## src/rtl/mc_pkg.sv

```systemverilog
package mc_pkg;
    localparam int GCLK_N   = 4;
    localparam int CT_N     = 6;
    localparam int CT_CLK_A = 2;   // first control term usable as clock
    localparam int CT_CLK_B = 3;   // second control term usable as clock
    localparam int CT_OE_LO = 2;   // first control term usable as enable
    localparam int OE_CT_N  = 4;   // number of enable control terms

    typedef enum logic [1:0] {
        MODE_COMB = 2'd0,
        MODE_D    = 2'd1,
        MODE_T    = 2'd2,
        MODE_ALT  = 2'd3
    } mode_e;

    function automatic logic is_stored(input mode_e m);
        return (m == MODE_D) || (m == MODE_T);
    endfunction

    function automatic logic next_bit(input mode_e m, input logic q, input logic d);
        case (m)
            MODE_D:  return d;
            MODE_T:  return q ^ d;
            default: return q;
        endcase
    endfunction
endpackage

```

## src/rtl/mc_clk_event.sv

```systemverilog
module mc_clk_event
    import mc_pkg::*;
#(
    parameter int GCLK_N_P = GCLK_N,
    localparam int CSEL_W  = $clog2(GCLK_N_P + 3)
) (
    input  logic                clk,
    input  logic                rst,
    input  logic [GCLK_N_P-1:0] gclk,
    input  logic                ct_clk_a,
    input  logic                ct_clk_b,
    input  logic [CSEL_W-1:0]   sel,
    input  logic                fall,
    output logic                ev
);
    logic src;
    logic src_q;

    always_comb begin
        src = 1'b0;
        for (int i = 0; i < GCLK_N_P; i++) begin
            if (sel == CSEL_W'(i)) src = gclk[i] ^ fall;
        end
        if (sel == CSEL_W'(GCLK_N_P))     src = ct_clk_a;
        if (sel == CSEL_W'(GCLK_N_P + 1)) src = ct_clk_b;
    end

    always_ff @(posedge clk) begin
        src_q <= src;
    end

    assign ev = src & ~src_q & ~rst;

    // clock selection is static outside reset
    a_r5_cfg_static: assert property (@(posedge clk) disable iff (rst)
        1'b1 |=> ($stable(sel) && $stable(fall)));
    // no two consecutive events from a single source
    a_r13_no_level_event: assert property (@(posedge clk) disable iff (rst)
        ev |=> !ev);
endmodule

```

## src/rtl/mc_store.sv

```systemverilog
module mc_store
    import mc_pkg::*;
(
    input  logic  clk,
    input  logic  rst,
    input  mode_e mode,
    input  logic  ev,
    input  logic  d,
    input  logic  clr,
    input  logic  set,
    output logic  q
);
    always_ff @(posedge clk) begin
        if (rst)       q <= 1'b0;
        else if (clr)  q <= 1'b0;
        else if (set)  q <= 1'b1;
        else if (ev)   q <= next_bit(mode, q, d);
    end

    a_r1_reset_zero: assert property (@(posedge clk)
        rst |=> !q);
    a_r9_clear_wins: assert property (@(posedge clk) disable iff (rst)
        clr |=> !q);
    a_r8_preset: assert property (@(posedge clk) disable iff (rst)
        (set && !clr) |=> q);
    a_r2_d_capture: assert property (@(posedge clk) disable iff (rst)
        (ev && !clr && !set && mode == MODE_D) |=> (q == $past(d)));
    a_r3_toggle: assert property (@(posedge clk) disable iff (rst)
        (ev && !clr && !set && mode == MODE_T) |=> (q == ($past(q) ^ $past(d))));
    a_r13_hold: assert property (@(posedge clk) disable iff (rst)
        (!ev && !clr && !set) |=> $stable(q));
endmodule

```

## src/rtl/mc_oe.sv

```systemverilog
module mc_oe
    import mc_pkg::*;
(
    input  logic [OE_CT_N-1:0] ct_oe,
    input  logic [2:0]         oe_sel,
    input  logic               gts_en,
    input  logic               gts_n,
    output logic               oe
);
    logic oe_raw;

    always_comb begin
        oe_raw = 1'b0;
        for (int i = 0; i < OE_CT_N; i++) begin
            if (oe_sel == 3'(i)) oe_raw = ct_oe[i];
        end
        if (oe_sel == 3'(OE_CT_N)) oe_raw = 1'b1;
    end

    assign oe = oe_raw & ~(gts_en & ~gts_n);
endmodule

```

## src/rtl/cpld_macrocell.sv

```systemverilog
module cpld_macrocell
    import mc_pkg::*;
#(
    parameter int GCLK_N_P = GCLK_N,
    parameter int CT_N_P   = CT_N,
    localparam int CSEL_W  = $clog2(GCLK_N_P + 3)
) (
    input  logic                clk,
    input  logic                rst,
    input  logic                sop_in,
    input  logic [GCLK_N_P-1:0] gclk,
    input  logic [CT_N_P-1:0]   ctrl_term,
    input  logic                gts_n,
    input  logic                pad_in,
    input  logic [1:0]          cfg_mode,
    input  logic [CSEL_W-1:0]   cfg_clk_sel,
    input  logic                cfg_clk_fall,
    input  logic                cfg_clr_en,
    input  logic                cfg_set_en,
    input  logic [2:0]          cfg_oe_sel,
    input  logic                cfg_gts_en,
    output logic                pad_out,
    output logic                pad_oe,
    output logic                fb_cell,
    output logic                fb_pin
);
    mode_e mode;
    logic  ev;
    logic  q;
    logic  cell_val;

    assign mode = mode_e'(cfg_mode);

    mc_clk_event #(.GCLK_N_P(GCLK_N_P)) u_clk (
        .clk      (clk),
        .rst      (rst),
        .gclk     (gclk),
        .ct_clk_a (ctrl_term[CT_CLK_A]),
        .ct_clk_b (ctrl_term[CT_CLK_B]),
        .sel      (cfg_clk_sel),
        .fall     (cfg_clk_fall),
        .ev       (ev)
    );

    mc_store u_store (
        .clk  (clk),
        .rst  (rst),
        .mode (mode),
        .ev   (ev),
        .d    (sop_in),
        .clr  (cfg_clr_en & ctrl_term[0]),
        .set  (cfg_set_en & ctrl_term[1]),
        .q    (q)
    );

    mc_oe u_oe (
        .ct_oe  (ctrl_term[CT_OE_LO +: OE_CT_N]),
        .oe_sel (cfg_oe_sel),
        .gts_en (cfg_gts_en),
        .gts_n  (gts_n),
        .oe     (pad_oe)
    );

    assign cell_val = is_stored(mode) ? q : sop_in;
    assign pad_out  = cell_val;
    assign fb_cell  = cell_val;
    assign fb_pin   = pad_oe ? pad_out : pad_in;

    a_r4_comb_follow: assert property (@(posedge clk) disable iff (rst)
        !is_stored(mode) |-> (fb_cell == sop_in));
    a_r11_gts_off: assert property (@(posedge clk) disable iff (rst)
        (cfg_gts_en && !gts_n) |-> !pad_oe);
    a_r10_forced_off: assert property (@(posedge clk) disable iff (rst)
        (cfg_oe_sel > 3'd4) |-> !pad_oe);
    a_r12_pin_input: assert property (@(posedge clk) disable iff (rst)
        !pad_oe |-> (fb_pin == pad_in));
endmodule

```

## config.mk

```make
export PLATFORM = sky130hd
export DESIGN_NAME = cpld_macrocell
export DESIGN_NICKNAME = d
export VERILOG_FILES = /design/src/rtl/mc_pkg.sv /design/src/rtl/mc_clk_event.sv /design/src/rtl/mc_store.sv /design/src/rtl/mc_oe.sv /design/src/rtl/cpld_macrocell.sv
export SDC_FILE = /design/constraint.sdc
export NUM_CORES = 1
export LEC_CHECK = 0
export BUFFER_PORTS_ARGS = -buffer_cell sky130_fd_sc_hd__buf_2
export CAP_MARGIN = 40
export CORE_AREA = 3 3 40 42
export DETAILED_ROUTE_END_ITERATION = 16
export DIE_AREA = 0 0 43 45
export GPL_ROUTABILITY_DRIVEN = 0
export GPL_TIMING_DRIVEN = 0
export HOLD_SLACK_MARGIN = 0.02
export PLACE_DENSITY = 0.52
export REMOVE_ABC_BUFFERS = 1
export SKIP_CTS_REPAIR_TIMING = 1
export SYNTH_ARGS = -nofsm -noshare
export SYNTH_HDL_FRONTEND = slang
export SYNTH_SLANG_ARGS = --single-unit
```

## constraint.sdc

```tcl
create_clock -name clk -period 1.7 [get_ports clk]
set_clock_uncertainty 0.05 [all_clocks]
set_input_delay 0.17 -clock clk [delete_from_list [all_inputs] [get_ports clk]]
set_output_delay 0.17 -clock clk [all_outputs]
set_load 0.005 [all_outputs]
```

### Word level (Yosys, flattened, before mapping)

Index checks and enable logic that the tools add are counted.

| storage, ports and cells | value |
|---|---|
| output and inout port bits | 4 |
| register bits after elaboration | 2 |
| bits of input ports | 27 |
| word-level logic and storage cells | 51 |

| cells by class | value |
|---|---|
| bitwise operators | 15 |
| equality and inequality tests | 11 |
| reduce and logical (&&, ||, !) cells | 7 |
| mux-type cells | 16 |

Operators with widths:

| kind | number |
|---|---|
| 2-to-1 mux 1 bit | 15 |
| == test 3 x 2 -> 1 bit, second input constant | 4 |
| == test 3 bit, second input constant | 3 |
| bitwise AND 1 bit | 6 |
| == test 3 x 1 -> 1 bit, second input constant | 2 |
| zero test 3 bit | 2 |
| bitwise XOR 1 bit | 5 |
| inverter 1 bit | 4 |
| nonzero test 3 bit | 1 |
| == test 2 x 1 -> 1 bit, second input constant | 1 |
| == test 2 bit, second input constant | 1 |
| case mux 1 bit (2 select lines) | 1 |
| AND reduction 2 bit | 1 |
| nonzero test 2 bit | 1 |
| OR reduction 2 bit | 1 |
| logical OR 1 bit | 1 |

### Logic depth before layout (Yosys ltp)

Gate-level depths: netlist of run 1.

| logic depth | value |
|---|---|
| depth after elaboration | 11 |
| mapped depth | 7 |
| gate-level depth less buffers | 7 |

### Cells and area by module

From an unflattened synthesis of run 1, not the netlist that was laid out.

| second synthesis, totals | value |
|---|---|
| cells, all modules | 35 |
| area total of the unflattened synthesis | 301.5 um^2 |

Modules (own cells, without submodules):

| module | area each (um^2) | times used | seq. area each (um^2) | cells each |
|---|---|---|---|---|
| mc_clk_event | 110.1 | 1 | 20.0 | 11 |
| mc_store | 83.8 | 1 | 20.0 | 10 |
| cpld_macrocell | 58.8 | 1 | 0.0 | 6 |
| mc_oe | 48.8 | 1 | 0.0 | 8 |

### Least setup slack after synthesis of run 1

Ideal clock, no wire load.

| timing path | value |
|---|---|
| path type | input-to-output |
| start | input cfg_mode[0] |
| end | output fb_pin |
| data arrival time | 1.140 ns |
| path buffers | 0 |
| path slack | 0.340 ns |
| data required time | 1.480 ns |
| stages | 4 |
| cell sequence | inv_1 -> ha_1 -> mux2_2 -> mux2_2 |

| between the ends | value |
|---|---|
| word-level cells in the longest chain between the ends | 4 |
| elaborated cells between the ends (all ways) | 5 |
| those cells by class | 2 x eq/ne; 2 x mux; 1 x reduce/logical |

Ends and longest elaborated chain:

| item | RTL line | text |
|---|---|---|
| from (decl) | cpld_macrocell.sv:15 | `input logic [1:0] cfg_mode,` |
| == test 2 x 1 -> 1 bit / == test 2 bit (equally long branches) | mc_pkg.sv:17 | `return (m == MODE_D) \|\| (m == MODE_T);` |
| logical OR 1 bit * | mc_pkg.sv:17 |  |
| 2-to-1 mux 1 bit * | cpld_macrocell.sv:64 | `assign cell_val = is_stored(mode) ? q : sop_in;` |
| via fb_cell | cpld_macrocell.sv:24 | `output logic fb_cell,` |
| 2-to-1 mux 1 bit * | cpld_macrocell.sv:67 | `assign fb_pin = pad_oe ? pad_out : pad_in;` |
| to (decl) | cpld_macrocell.sv:25 | `output logic fb_pin` |

Mark *: on every way through the listed nets, which the timed path passes. The rest lies on a longest branch.

### Worst setup path in the final report of run 1

| timing path | value |
|---|---|
| start | input cfg_mode[0] |
| end | output fb_pin |

| between the ends | value |
|---|---|
| word-level cells in the longest chain between the ends | 4 |
| elaborated cells between the ends (all ways) | 5 |
| those cells by class | 2 x eq/ne; 2 x mux; 1 x reduce/logical |

Ends and longest elaborated chain:

| item | RTL line |
|---|---|
| == test 2 x 1 -> 1 bit / == test 2 bit (equally long branches) | mc_pkg.sv:17 |
| logical OR 1 bit * | mc_pkg.sv:17 |
| 2-to-1 mux 1 bit * | cpld_macrocell.sv:64 |
| 2-to-1 mux 1 bit * | cpld_macrocell.sv:67 |

Mark *: on every way between the ends. The rest lies on a longest branch, timed or not.

==> results.py, run 1 <==
metrics = {
    "route": {
        "drt-vias-per-instance": 4.60,
        "num_vias": 368,
        "drc_errors": 0,
        "drtPass1Iterations": 2,
        "wl_um": 782,
        "wl_per_cell_um": 9.78,
        "ant_nets": 0,
        "drt-initial-drc-count": 3,
    },
    "power_and_ir_drop": {
        "peakVddDrop_mv": 0.196,
        "p_leak_nw": 0.243,
        "sw_frac_of_total_pct": 28.6,
        "p_switching_mw": 0.0750,
        "pwr-share-comb_pct": 38.4,
        "powerDensity_mw_per_mm2": 545,
        "internal-power_mw": 0.187,
        "p_clk_share_pct": 40.4,
        "seqPwrFrac_pct": 21.2,
    },
    "final_layout": {
        "syn2layout_area_growth_pct": 62.0,
        "drive_gt1_share_pct": 61.5,
        "antennaDiodeCount": 0,
        "multi_input_area_um2": 238,
        "nFillCells": 135,
        "fin_cells": 80,
        "seq_area_um2": 40.0,
        "final_nets": 95,
    },
    "synth": {
        "syn_area_per_cell_um2": 8.99,
        "ys.warnings.count": 0,
        "ys_ff_latch": 2,
        "netlist_instances": 33,
        "yosysSeqAreaShare_pct": 13.5,
        "yosysTopAreaCellShare_pct": 13.5,
        "synth-edff-count": 0,
        "ys_types": 20,
        "syn-cell-area_um2": 297,
        "synth_area_leader_cell": "dfxtp_1",
        "async_flop_share_pct": 0,
        "synth_most_common_cell": "mux2i_1",
        "synth-main-ff-cell": "dfxtp_1",
        "synth_area_leaders": "dfxtp_1 14%, mux2i_1 14%, mux2_2 11%",
        "synthTopCellsByCount": "4 x mux2i_1, 3 x inv_1, 3 x mux2_2, 3 x o21ai_0",
    },
    "grt": {
        "antenna_found_initial": 0,
        "grt_pass1_wl_um": 1200,
        "grtUsageTotal_pct": 8.64,
        "grt.overflow.total": 0,
        "grt_pass1_vias": 295,
        "grt_max_degree": 5,
    },
    "sta": {
        "fmax_mhz": 634,
        "tns_ps": 0,
        "period_minus_slack_ps": 1580,
        "drv_slew": 0,
        "final_hold_viol_count": 0,
        "rsz0062_at_grt": "no",
        "worst_slew_margin_rel_pct": 78.9,
        "setup_viol": 0,
        "tightest_slew_ps": 317,
        "final.period_utilization_pct": 92.7,
    },
    "clock_tree": {
        "cts_tree": "yes",
        "ctsLongestPathBuffers": 2,
        "cts_root_buf": "clkbuf_4",
        "clk_pin_slew_ps": 30,
        "cts.sinks": 2,
        "htree_levels": 1,
        "cts_buffers": 3,
        "insertion_delay_ps": 230,
    },
    "status": {
        "status": "finished clean",
    },
    "placed_design": {
        "hpwl_um": 694,
        "placed_cells": 77,
        "portBuffers": 30,
    },
    "floorplan": {
        "initial_core_util_pct": 23.1,
        "core_area_mm2": 0.00128,
        "design.die.area_mm2": 0.00194,
        "ios": 31,
        "fp.dieH_um": 45,
        "num_rows": 13,
        "die_x_um": 43,
    },
    "flow_run": {
        "cap_violations": 0,
    },
    "setup_path": {
        "critPathLaunchType": "input pin",
        "critical_path_arrival_ps": 1360,
        "crit_fanout": 3,
        "endpoint_kind": "output pin",
        "worstSetupPathType": "in2out",
        "worstPathRequired_ps": 1480,
    },
    "worst_hold_path": {
        "hp-class": "in2reg",
    },
}
registers in the layout, summed over array words and instances, names as in the netlist:
| signal | count |
|---|---|
| u_clk.src_q | 1 |
| u_store.q | 1 |
worst paths after layout:
path	startpoint	to	slack (ps)	depth (start not counted)
min reg2reg	u_store.q	u_store.q	680	2
min	rst	u_store.q	80	2
max reg2reg	u_clk.src_q	u_store.q	530	3
max	cfg_mode[0]	fb_pin	120	6
placed cells by master (no fill, tap or decap), types with 2 or more instances in the layout:
master    instances
buf_2            30
mux2i_1           4
inv_1             3
o21ai_0           3
mux2_2            3
clkbuf_4          3
nor3_1            2
a21oi_1           2
nand2_1           2
dfxtp_1           2
metrics by stage:
stage	setup WS (ps)	power [mW]	utilization [%]	hold slack (ps)	instance area [µm²]
final	123	0.262	37.4	75.0	480
after floorplan	325	0.105	-	189	289
after CTS	110	0.269	37.4	69.1	480
after global routing	46.3	0.285	37.4	71.4	480
after detailed placement	106	0.157	35.6	308	458
after global placement	60.6	0.157	35.6	317	458
critical path, cell delays in order:
cell and delay (ps):
buf_2 80, inv_1 30, ha_1 320, mux2_2 370, mux2_2 270, buf_2 120
power by group through the flow:
| stage | Combinational, mW | Clock [mW] | Sequential [mW] |
|---|---|---|---|
| CTS | 0.102 | 0.112 | 0.0554 |
| global placement | 0.101 | 0 | 0.0559 |
| floorplan | 0.0500 | 0 | 0.0551 |
| finish | 0.101 | 0.106 | 0.0555 |
| global route | 0.112 | 0.117 | 0.0561 |
| detailed placement | 0.102 | 0 | 0.0558 |
area by class of cell:
type / count / share of cell area, %
repair buffers: 30 / 31.2
inverters: 3 / 2.34
flip-flops and latches: 2 / 8.33
well taps: 15 / 3.91
multi-input cells: 27 / 49.5
clock buffers: 3 / 4.69
layer usage:
metal	part of all wire, %	GRT usage [%]	wire length (µm)	vias to the layer above
met5	0	0	0	-
met4	0	3.61	0	0
met3	18	6.37	138	0
met2	37	9.88	288	29
met1	46	11.7	356	148
li1	-	-	-	191
cell families (layout without fill, tap and decap cells):
kind of cell,after synthesis,in the layout,synth area share (%)
simple gates,10,10,26.2
buf+inv,4,36,6.33
xor+xnor,1,1,2.95
compound gates,8,8,21.9
flops,2,2,13.5
mux,7,7,24.9
fa+ha+maj,1,1,4.22
No activity file was read; power rests on OpenSTA's default activity.
==> inputs of run 2 (changes only) <==
--- a/config.mk
+++ b/config.mk
@@ -8,6 +8,7 @@
 export BUFFER_PORTS_ARGS = -buffer_cell sky130_fd_sc_hd__buf_2
 export CAP_MARGIN = 40
 export CORE_AREA = 3 3 40 42
+export CTS_BUF_LIST = sky130_fd_sc_hd__clkbuf_8
 export DETAILED_ROUTE_END_ITERATION = 16
 export DIE_AREA = 0 0 43 45
 export GPL_ROUTABILITY_DRIVEN = 0
==> run 2 against run 1 <==
  * Worst setup slack better by 1.1 ps
  * Clock power is 78% higher
  * Clock-buffer cell count stayed put
  * Cell count stayed put
  * Register-to-register slack hardly changed
  * Combinational power hardly changed
  * Core utilization is 1.5 points higher
  * Global-route usage is 1.0 points higher
==> results.py, run 2 (same netlist as run 1, synthesis figures left out) <==
metrics = {
    "status": {
        "status": "finished clean",
    },
    "setup_path": {
        "cp_cell_sequence": "buf_2, inv_1, ha_1, mux2_2, mux2_2, buf_2",
        "slowest_delay_ps": 370,
        "worstPathRequired_ps": 1480,
        "worstSetupPathType": "in2out",
        "critPathSlowestCell": "mux2_2",
        "critical_path_arrival_ps": 1360,
        "reg2reg_slack_ps": 530,
        "reg2regPathDepth": 3,
        "endpoint_kind": "output pin",
        "crit_fanout": 3,
        "critPathLaunchType": "input pin",
    },
    "sta": {
        "final_hold_viol_count": 0,
        "final.period_utilization_pct": 92.7,
        "rsz0062_at_grt": "no",
        "drv_slew": 0,
        "setup_viol": 0,
        "period_minus_slack_ps": 1580,
        "hold_slack_ps": 88.9,
        "tightest_slew_ps": 316,
        "worst_slew_margin_rel_pct": 79.0,
        "fmax_mhz": 635,
        "tns_ps": 0,
    },
    "placed_design": {
        "placed_cells": 77,
        "hpwl_um": 694,
        "portBuffers": 30,
    },
    "floorplan": {
        "design.die.area_mm2": 0.00194,
        "fp.dieH_um": 45,
        "ios": 31,
        "core_area_mm2": 0.00128,
        "initial_core_util_pct": 23.1,
        "die_x_um": 43,
        "num_rows": 13,
    },
    "route": {
        "ant_nets": 0,
        "drt-initial-drc-count": 1,
        "wl_per_cell_um": 10.1,
        "drtPass1Iterations": 2,
        "num_vias": 368,
        "drt-vias-per-instance": 4.60,
        "wl_um": 804,
        "drc_errors": 0,
    },
    "final_layout": {
        "reg_top3": "u_clk.src_q x1, u_store.q x1",
        "layout_common_cells": "30 x buf_2, 4 x mux2i_1",
        "fin_cells": 80,
        "seq_area_um2": 40.0,
        "final_nets": 95,
        "antennaDiodeCount": 0,
        "post-route-util_pct": 38.9,
        "multi_input_area_um2": 238,
        "layout_commonest_cell": "buf_2",
        "nFillCells": 139,
        "drive_gt1_share_pct": 61.5,
        "syn2layout_area_growth_pct": 68.4,
    },
    "worst_hold_path": {
        "hp-class": "in2reg",
        "min_path_cells": 2,
    },
    "clock_tree": {
        "cts_tree": "yes",
        "cts.sinks": 2,
        "htree_levels": 1,
        "insertion_delay_ps": 210,
        "cts_root_buf": "clkbuf_8",
        "clk_pin_slew_ps": 30,
        "cts_buffers": 3,
        "ctsLongestPathBuffers": 2,
    },
    "grt": {
        "grtUsageTotal_pct": 9.63,
        "grt.overflow.total": 0,
        "grt_max_degree": 5,
        "grt_pass1_vias": 283,
        "grt_pass1_wl_um": 1200,
        "antenna_found_initial": 0,
    },
    "flow_run": {
        "cap_violations": 0,
    },
    "power_and_ir_drop": {
        "peakVddDrop_mv": 0.255,
        "powerDensity_mw_per_mm2": 691,
        "p_leak_nw": 0.251,
    },
}
run 2: cell counts in the layout (fill, tap and decap cells not counted):
No cell type changed its count.
run 2: path summary, 6_finish.rpt:
kind / startpoint / endpoint
max: cfg_mode[0] / fb_pin
min: rst / u_store.q
min reg2reg: u_store.q / u_store.q
max reg2reg: u_clk.src_q / u_store.q
run 2: layer usage:
layer / part of all wire (%) / wire, µm / vias up / global-route usage (%)
li1: - / - / 190 / -
met1: 43 / 343 / 143 / 11.2
met2: 33 / 269 / 30 / 9.28
met3: 19 / 149 / 5 / 6.77
met4: 5.2 / 42 / 0 / 12.7
met5: 0 / 0 / - / 0
run 2: area by class of cell:
type | count | share of cell area [%]
Sequential cell | 2 | 8.02
Clock buffer | 3 | 8.27
Tap cell | 15 | 3.76
Inverter | 3 | 2.26
Timing Repair Buffer | 30 | 30.1
Multi-Input combinational cell | 27 | 47.6
run 2: worst max-delay path, delay by kind of cell:
| kind | cells | cell delay [ps] |
|---|---|---|
| adders and majority gates | 1 | 320 |
| buffers and inverters | 3 | 230 |
| muxes | 2 | 640 |
run 2: power by group:
part | switching [mW] | leakage, nW | internal (mW)
Combinational | 0.0436 | 0.213 | 0.0570
Clock | 0.0393 | 0.0216 | 0.150
Sequential | 0.00341 | 0.0166 | 0.0521
run 2: through the flow:
step | power [mW] | setup slack, ps | area, µm²
final | 0.345 | 124 | 499
after global routing | 0.369 | 46.3 | 499
after CTS | 0.351 | 110 | 499
after detailed placement | 0.157 | 106 | 458
after global placement | 0.157 | 60.6 | 458
after floorplan | 0.105 | 325 | 289
